--- config.mk ---
export PLATFORM = sky130hd
export DESIGN_NAME = i2c_eeprom_slave
export DESIGN_NICKNAME = d
export VERILOG_FILES = /design/src/rtl/i2c_eeprom_pkg.sv /design/src/rtl/i2c_bus_cond.sv /design/src/rtl/eeprom_write_timer.sv /design/src/rtl/eeprom_array.sv /design/src/rtl/i2c_eeprom_slave.sv
export SDC_FILE = /design/constraint.sdc
export NUM_CORES = 2
export LEC_CHECK = 0
export BUFFER_PORTS_ARGS = -buffer_cell sky130_fd_sc_hd__buf_2
export CAP_MARGIN = 30
export CORE_ASPECT_RATIO = 0.75
export CORE_MARGIN = 8
export CORE_UTILIZATION = 30
export CTS_CLUSTER_DIAMETER = 100
export DETAILED_ROUTE_END_ITERATION = 12
export HOLD_SLACK_MARGIN = 0.05
export PLACE_DENSITY = 0.54
export SYNTH_ARGS = -nofsm -noshare
export SYNTH_HDL_FRONTEND = slang
export SYNTH_SLANG_ARGS = --single-unit
--- constraint.sdc ---
create_clock -name clk_i -period 3.98 [get_ports clk_i]
set_input_delay 0.398 -clock clk_i [delete_from_list [all_inputs] [get_ports clk_i]]
set_output_delay 0.398 -clock clk_i [all_outputs]
set_load 0.02 [all_outputs]
--- src/rtl/i2c_eeprom_pkg.sv ---
package i2c_eeprom_pkg;
  typedef enum logic [2:0] {
    S_IDLE, S_RX, S_RX_END, S_ACK, S_TX, S_TX_ACK
  } bus_state_e;

  typedef enum logic [1:0] {
    K_DEV, K_WADDR, K_WDATA
  } rx_kind_e;

  localparam logic [3:0] CTRL_CODE = 4'b1010;
endpackage

--- src/rtl/i2c_bus_cond.sv ---
module i2c_bus_cond (
  input  logic clk_i,
  input  logic rst_ni,
  input  logic scl_i,
  input  logic sda_i,
  output logic scl_rise_o,
  output logic scl_fall_o,
  output logic start_o,
  output logic stop_o
);
  logic scl_q, sda_q;

  always_ff @(posedge clk_i or negedge rst_ni) begin
    if (!rst_ni) begin
      scl_q <= 1'b1;
      sda_q <= 1'b1;
    end else begin
      scl_q <= scl_i;
      sda_q <= sda_i;
    end
  end

  assign scl_rise_o = scl_i & ~scl_q;
  assign scl_fall_o = ~scl_i & scl_q;
  // SDA edges with SCL held high frame a transfer
  assign start_o = scl_i & scl_q & sda_q & ~sda_i;
  assign stop_o  = scl_i & scl_q & ~sda_q & sda_i;
endmodule

--- src/rtl/eeprom_write_timer.sv ---
module eeprom_write_timer #(
  parameter int CYCLES = 500
) (
  input  logic clk_i,
  input  logic rst_ni,
  input  logic start_i,
  output logic busy_o
);
  localparam int CW = $clog2(CYCLES + 1);
  logic [CW-1:0] cnt_q;

  always_ff @(posedge clk_i or negedge rst_ni) begin
    if (!rst_ni)             cnt_q <= '0;
    else if (start_i)        cnt_q <= CW'(CYCLES);
    else if (cnt_q != '0)    cnt_q <= cnt_q - CW'(1);
  end

  assign busy_o = cnt_q != '0;

  p_busy_after_commit_r5: assert property (@(posedge clk_i) disable iff (!rst_ni)
    start_i |=> busy_o);
  p_no_commit_while_busy_r5: assert property (@(posedge clk_i) disable iff (!rst_ni)
    start_i |-> !busy_o);
endmodule

--- src/rtl/eeprom_array.sv ---
module eeprom_array #(
  parameter int ADDR_W = 7,
  parameter int PAGE_W = 4
) (
  input  logic              clk_i,
  input  logic              rst_ni,
  input  logic [ADDR_W-1:0] addr_i,
  output logic [7:0]        rdata_o,
  input  logic              buf_we_i,
  input  logic [7:0]        buf_wdata_i,
  input  logic              clear_i,
  input  logic              commit_i,
  input  logic              wp_i,
  output logic              pending_o
);
  localparam int DEPTH = 1 << ADDR_W;
  localparam int PAGE  = 1 << PAGE_W;

  logic [7:0]      mem_q  [DEPTH];
  logic [7:0]      pbuf_q [PAGE];
  logic [PAGE-1:0] pvalid_q;

  always_ff @(posedge clk_i or negedge rst_ni) begin
    if (!rst_ni) begin
      pvalid_q <= '0;
      for (int i = 0; i < PAGE; i++) pbuf_q[i] <= '0;
    end else if (clear_i) begin
      pvalid_q <= '0;
    end else if (buf_we_i) begin
      pbuf_q[addr_i[PAGE_W-1:0]]   <= buf_wdata_i;
      pvalid_q[addr_i[PAGE_W-1:0]] <= 1'b1;
    end
  end

  // Whole page lands in one cycle; row comes from the frozen upper address bits
  always_ff @(posedge clk_i or negedge rst_ni) begin
    if (!rst_ni) begin
      for (int w = 0; w < DEPTH; w++) mem_q[w] <= 8'hFF;
    end else if (commit_i) begin
      for (int w = 0; w < DEPTH; w++) begin
        if (pvalid_q[w % PAGE] && (ADDR_W'(w) >> PAGE_W) == (addr_i >> PAGE_W))
          mem_q[w] <= pbuf_q[w % PAGE];
      end
    end
  end

  assign rdata_o   = mem_q[addr_i];
  assign pending_o = |pvalid_q;

  p_commit_unprotected_r6: assert property (@(posedge clk_i) disable iff (!rst_ni)
    commit_i |-> !wp_i);
  p_commit_has_data_r3: assert property (@(posedge clk_i) disable iff (!rst_ni)
    commit_i |-> pending_o);
endmodule

--- src/rtl/i2c_eeprom_slave.sv ---
module i2c_eeprom_slave
  import i2c_eeprom_pkg::*;
#(
  parameter int ADDR_W       = 7,
  parameter int PAGE_W       = 4,
  parameter int WRITE_CYCLES = 500
) (
  input  logic       clk_i,
  input  logic       rst_ni,
  input  logic       scl_i,
  input  logic       sda_i,
  input  logic [2:0] strap_i,
  input  logic       wp_i,
  output logic       sda_oe_o
);
  logic scl_rise, scl_fall, start_det, stop_det;
  logic busy, pending, commit, buf_we, byte_end, dev_match;
  logic [7:0] rdata;

  bus_state_e        state_q;
  rx_kind_e          kind_q;
  logic [2:0]        cnt_q;
  logic [7:0]        sh_q;
  logic [6:0]        tx_q;
  logic [ADDR_W-1:0] addr_q;
  logic              rw_q, mack_q, oe_q;

  i2c_bus_cond u_cond (
    .clk_i, .rst_ni, .scl_i, .sda_i,
    .scl_rise_o(scl_rise), .scl_fall_o(scl_fall),
    .start_o(start_det), .stop_o(stop_det)
  );

  eeprom_array #(.ADDR_W(ADDR_W), .PAGE_W(PAGE_W)) u_array (
    .clk_i, .rst_ni,
    .addr_i(addr_q), .rdata_o(rdata),
    .buf_we_i(buf_we), .buf_wdata_i(sh_q),
    .clear_i(start_det | stop_det), .commit_i(commit),
    .wp_i, .pending_o(pending)
  );

  eeprom_write_timer #(.CYCLES(WRITE_CYCLES)) u_timer (
    .clk_i, .rst_ni, .start_i(commit), .busy_o(busy)
  );

  assign byte_end  = (state_q == S_RX_END) && scl_fall;
  assign dev_match = sh_q[7:1] == {CTRL_CODE, strap_i};
  assign buf_we    = byte_end && (kind_q == K_WDATA);
  assign commit    = stop_det && pending && !wp_i;
  assign sda_oe_o  = oe_q;

  always_ff @(posedge clk_i or negedge rst_ni) begin
    if (!rst_ni) begin
      state_q <= S_IDLE;
      kind_q  <= K_DEV;
      cnt_q   <= '0;
      sh_q    <= '0;
      tx_q    <= '0;
      addr_q  <= '0;
      rw_q    <= 1'b0;
      mack_q  <= 1'b0;
      oe_q    <= 1'b0;
    end else if (start_det) begin
      state_q <= S_RX;
      kind_q  <= K_DEV;
      cnt_q   <= '0;
      oe_q    <= 1'b0;
    end else if (stop_det) begin
      state_q <= S_IDLE;
      oe_q    <= 1'b0;
    end else begin
      unique case (state_q)
        S_RX: if (scl_rise) begin
          sh_q  <= {sh_q[6:0], sda_i};
          cnt_q <= cnt_q + 3'd1;
          if (cnt_q == 3'd7) state_q <= S_RX_END;
        end
        S_RX_END: if (scl_fall) begin
          unique case (kind_q)
            K_DEV: if (dev_match && !busy) begin
              rw_q    <= sh_q[0];
              oe_q    <= 1'b1;
              state_q <= S_ACK;
            end else begin
              state_q <= S_IDLE;
            end
            K_WADDR: begin
              addr_q  <= sh_q[ADDR_W-1:0];
              oe_q    <= 1'b1;
              state_q <= S_ACK;
            end
            default: begin
              // data byte: acknowledged regardless of write protect
              addr_q  <= {addr_q[ADDR_W-1:PAGE_W], addr_q[PAGE_W-1:0] + PAGE_W'(1)};
              oe_q    <= 1'b1;
              state_q <= S_ACK;
            end
          endcase
        end
        S_ACK: if (scl_fall) begin
          cnt_q <= '0;
          if (kind_q == K_DEV && rw_q) begin
            tx_q    <= rdata[6:0];
            oe_q    <= ~rdata[7];
            state_q <= S_TX;
          end else begin
            oe_q    <= 1'b0;
            state_q <= S_RX;
            if (kind_q == K_DEV)        kind_q <= K_WADDR;
            else if (kind_q == K_WADDR) kind_q <= K_WDATA;
          end
        end
        S_TX: if (scl_fall) begin
          if (cnt_q == 3'd7) begin
            oe_q    <= 1'b0;
            addr_q  <= addr_q + ADDR_W'(1);
            state_q <= S_TX_ACK;
          end else begin
            tx_q  <= {tx_q[5:0], 1'b0};
            oe_q  <= ~tx_q[6];
            cnt_q <= cnt_q + 3'd1;
          end
        end
        S_TX_ACK: begin
          if (scl_rise) mack_q <= ~sda_i;
          if (scl_fall) begin
            if (mack_q) begin
              tx_q    <= rdata[6:0];
              oe_q    <= ~rdata[7];
              cnt_q   <= '0;
              state_q <= S_TX;
            end else begin
              state_q <= S_IDLE;
            end
          end
        end
        default: ;
      endcase
    end
  end

  p_ignore_foreign_r2: assert property (@(posedge clk_i) disable iff (!rst_ni)
    (byte_end && kind_q == K_DEV && !dev_match) |=> (state_q == S_IDLE && !sda_oe_o));
  p_nack_when_busy_r5: assert property (@(posedge clk_i) disable iff (!rst_ni)
    (byte_end && kind_q == K_DEV && busy) |=> !sda_oe_o);
  p_page_row_frozen_r4: assert property (@(posedge clk_i) disable iff (!rst_ni)
    buf_we |=> addr_q[ADDR_W-1:PAGE_W] == $past(addr_q[ADDR_W-1:PAGE_W]));
  p_seq_advance_r9: assert property (@(posedge clk_i) disable iff (!rst_ni)
    (state_q == S_TX && scl_fall && cnt_q == 3'd7 && !start_det && !stop_det)
      |=> addr_q == $past(addr_q) + ADDR_W'(1));
  p_drive_scl_low_r10: assert property (@(posedge clk_i) disable iff (!rst_ni)
    !$stable(sda_oe_o) |-> !$past(scl_i));
endmodule

==> summary.md <==
| Metric | Value |
|---|---|
| Routed wl met2 | approximately 79000 um |
| Net Sw Frac | 23.8% |
| Cell Pwr Density | 394 nW/um^2 |
| Core area | 185000 um^2 |
| Area Overhead vs Synth | 15.9% |
| Syn Area/Cell | 15.5 um^2 |
| Synthesized instance count | 3590 |
| Top Layer Used | met4 |
| Total track usage | 19.7% |
| Slew HR | 27.9% |
| Die area | about 200000 um^2 |
| Comb pwr share | 4.4% |
| Worst endpoint data arrival time | 4.16 ns |
| Clk_lat worst skew | roughly 0.76 ns |
| EDFF count, synth | 0 |
| Drt drc | 0 |
| Post-Syn Area | 55700 um^2 |
| RSZ-0062 raised after global routing | false |
| Dominant synthesized flop cell | dfstp_2 |
| Critical Path Start Type | flip-flop |
| Starting DRT DRC Count | approximately 3500 |
| Power Total | 0.0254 W |
| Site Rows | 137 |
| Routed length per placed instance | between 30 and 40 um |
| GP Congestion | 0.970 |
| Gr ovfl total | 0 |
| Layout cell share with drive strength beyond 1 | between 60% and 70% |
| TritonCTS clock tree | yes |
| # setup viols final | 0 |
| Syn Nets | 3607 |
| Sw power | 0.00605 W |
| Detailed-route via count | 34200 |
| Async S/R FF share, synth | 100% |
| Drt pass-1 iters | 5 |
| Top cells by area, synth | dfstp_2, mux2_2, dfrtp_1, mux2_1, mux4_2 |
| Initial antenna violation count | 21 |
| Total Routed Length | 200000 um |
| Sequential power share | 49.3% |
| Post-synth cell types | 72 |
| Fmax | 0.287 GHz |
| DIE WIDTH | roughly 510 um |
| Nets@finish | 3828 |
| Pleak | 26.5 nW |
| Most frequent cell after synthesis | dfstp_2 |
| Hold path depth | 7 |
| Min cycle time layout | roughly 3.5 ns |
| Worst Setup Slack post-DPL | 0.644 ns |
| Final WS setup | 0.493 ns |
| Initial Utilization | 30.1% |
| Critical Path Fanout Max | 9 |
| Post-synthesis sequential area ratio | a little under three fifths |
| Hpwl dp | 142000 um |
| Clk pin slew, worst setup/hold paths | around 0.06 ns |
| TritonCTS Buffers | 117 |
| CTS root buf | clkbuf_16 |
| Ys Warns | 0 |
| Clock skew | 0.0427 ns |
| IO Pins | 9 |
| Number of global-route vias before repair | 34000 |
| Synth cell count leaders | dfstp_2, mux2_2, mux2_1, dfrtp_1, mux4_2 |
| CP Capture Type | flip-flop |
| Critical path class | flip-flop to flip-flop |
| Yosys reg bits | 1212 |
| Worst slew pin tran | 1.07 ns |
| Port-buffer cells | 8 |
| Clk pwr share | between 40% and 50% |
| Critical Path RT | 4.65 ns |
| Status | completed |
| Max-slew violation count | 0 |
| Metal3 WL | a little under 20000 um |
| Int Pwr | 0.0194 W |
| Die Ht | 389 um |
| CTS max path bufs | 3 |
| First-pass GRT wire length | 281000 um |
| H-Tree Depth | 3 |
| Drt via density | 5.38 |
| Fin Setup TNS | 0 ns |
| Largest net degree at the start of global routing | ~110 |
| ANT nets after route | 0 |
| Wl on met1 | 98000 um |
| R2r worst-path depth | 9 |
| Yosys top cell area share | 48.4% |
| Total of max-cap violations | 0 |
| HP Class | input pin to flip-flop |
| Final Hold Vio Count | 0 |
| VDD IR-drop max | between 0.3 and 0.4 mV |
| # Post-CTS Setup Buffers | 0 |
| Cell taking the most area after synthesis | dfstp_2 |
| Final period util | between 80% and 90% |
| Sink Count | 1212 |
[registers in the layout (all words and copies together) (netlist names), 2 cells and up]
name,count
addr_q,7
cnt_q,3
kind_q,2
sh_q,8
state_q,3
tx_q,7
u_array.mem_q,1024
u_array.pbuf_q,128
u_array.pvalid_q,16
u_timer.cnt_q,9
[cells by family after synthesis]
| kind of cell | count (synthesis) | synth area share [%] |
|---|---|---|
| xor+xnor | 9 | 0.142 |
| buf+inv | 180 | 1.63 |
| flops | 1212 | 56.8 |
| compound gates | 244 | 3.10 |
| fa+ha+maj | 9 | 0.202 |
| simple gates | 410 | 3.69 |
| mux | 1526 | 34.4 |
[power by group through the flow]
stage               registers (W)  clock network [W]  logic [W]
floorplan                  0.0127                  0   0.000346
global placement           0.0127                  0    0.00111
detailed placement         0.0127                  0    0.00112
CTS                        0.0125             0.0120    0.00112
global route               0.0125             0.0125    0.00119
finish                     0.0125             0.0118    0.00112
[stage by stage]
step,std cells,util [%],hold WS [ns],area [um^2]
5_1_grt,6343,34.8,0.311,64500
4_1_cts,6343,34.8,0.250,64500
3_3_place_gp,6120,32.6,0.472,60400
2_1_floorplan,3590,-,0.102,55700
6_report,6351,34.8,0.306,64500
3_5_place_dp,6121,32.7,0.478,60400
[what timing repair did]
action | 4_1_cts | 5_1_grt
hold endpoints to repair | 73 | 0
hold buffers | 3 | 0
resized for setup | 0 | 0
[cell usage in the layout, fill, tap and decap left out, types with 6 or more instances in the layout]
master / instances
a31oi_1: 11
a221oi_1: 11
mux4_2: 182
nand2_1: 176
a21oi_1: 36
and3_1: 10
a311oi_1: 6
nand2_2: 50
clkbuf_16: 121
nand3_1: 42
buf_4: 210
diode_2: 8
nor2b_1: 15
a211oi_1: 9
o31ai_1: 7
mux2_1: 409
nor4_1: 10
ha_1: 9
buf_2: 7
clkbuf_8: 23
and2_1: 6
clkbuf_1: 25
clkinv_2: 30
bufinv_16: 11
mux2_2: 770
mux4_1: 9
mux2i_1: 156
nor3_1: 12
dfstp_2: 1026
a22oi_1: 84
nor2_1: 33
nand2b_1: 16
dfrtp_1: 182
inv_1: 16
buf_12: 45
o21ai_0: 34
[critical path, cell delays in order, from the launching register on]
cell      delay, ns
dfstp_2        0.57
nand4b_1       0.16
nor2_1         0.41
nand2_1        0.20
buf_4          0.24
nor4_4         0.81
buf_4          0.40
nand2_1        0.16
buf_12         0.19
mux2_2         0.26
[path summary, 6_finish.rpt]
kind | slack (ns) | endpoint | start
worst max-delay path | 0.49 | u_array.mem_q[445]$_DFFE_PN1P_ | u_cond.scl_q$_DFF_PN1_
worst min-delay path | 0.31 | rw_q$_DFFE_PN0P_ | strap_i[1]
worst max register to register | 0.49 | u_array.mem_q[445]$_DFFE_PN1P_ | u_cond.scl_q$_DFF_PN1_
worst min register to register | 0.49 | cnt_q[0]$_DFFE_PN0P_ | cnt_q[0]$_DFFE_PN0P_
max in group asynchronous | 2.28 | u_array.mem_q[158]$_DFFE_PN1P_ | rst_ni
min in group asynchronous | 0.32 | u_array.pbuf_q[83]$_DFFE_PN0P_ | rst_ni
[metal layers]
layer | up-vias | global-route usage, %
met3 | 213 | 6.09
met1 | 18800 | 30.8
met2 | 1304 | 26.2
met5 | - | 0
li1 | 13900 | -
met4 | 0 | 3.98
[cell type report]
| type | instances | area [um^2] |
|---|---|---|
| inverters | 17 | 63.8 |
| repair buffers | 265 | 2540 |
| fillers | 17800 | 121000 |
| multi-input cells | 2198 | 23200 |
| clock buffers | 169 | 3440 |
| well taps | 2432 | 3040 |
| clock inverters | 50 | 569 |
| diodes | 8 | 20.0 |
| flip-flops and latches | 1212 | 31600 |
Note: power is estimated with default switching activity, not from simulation.
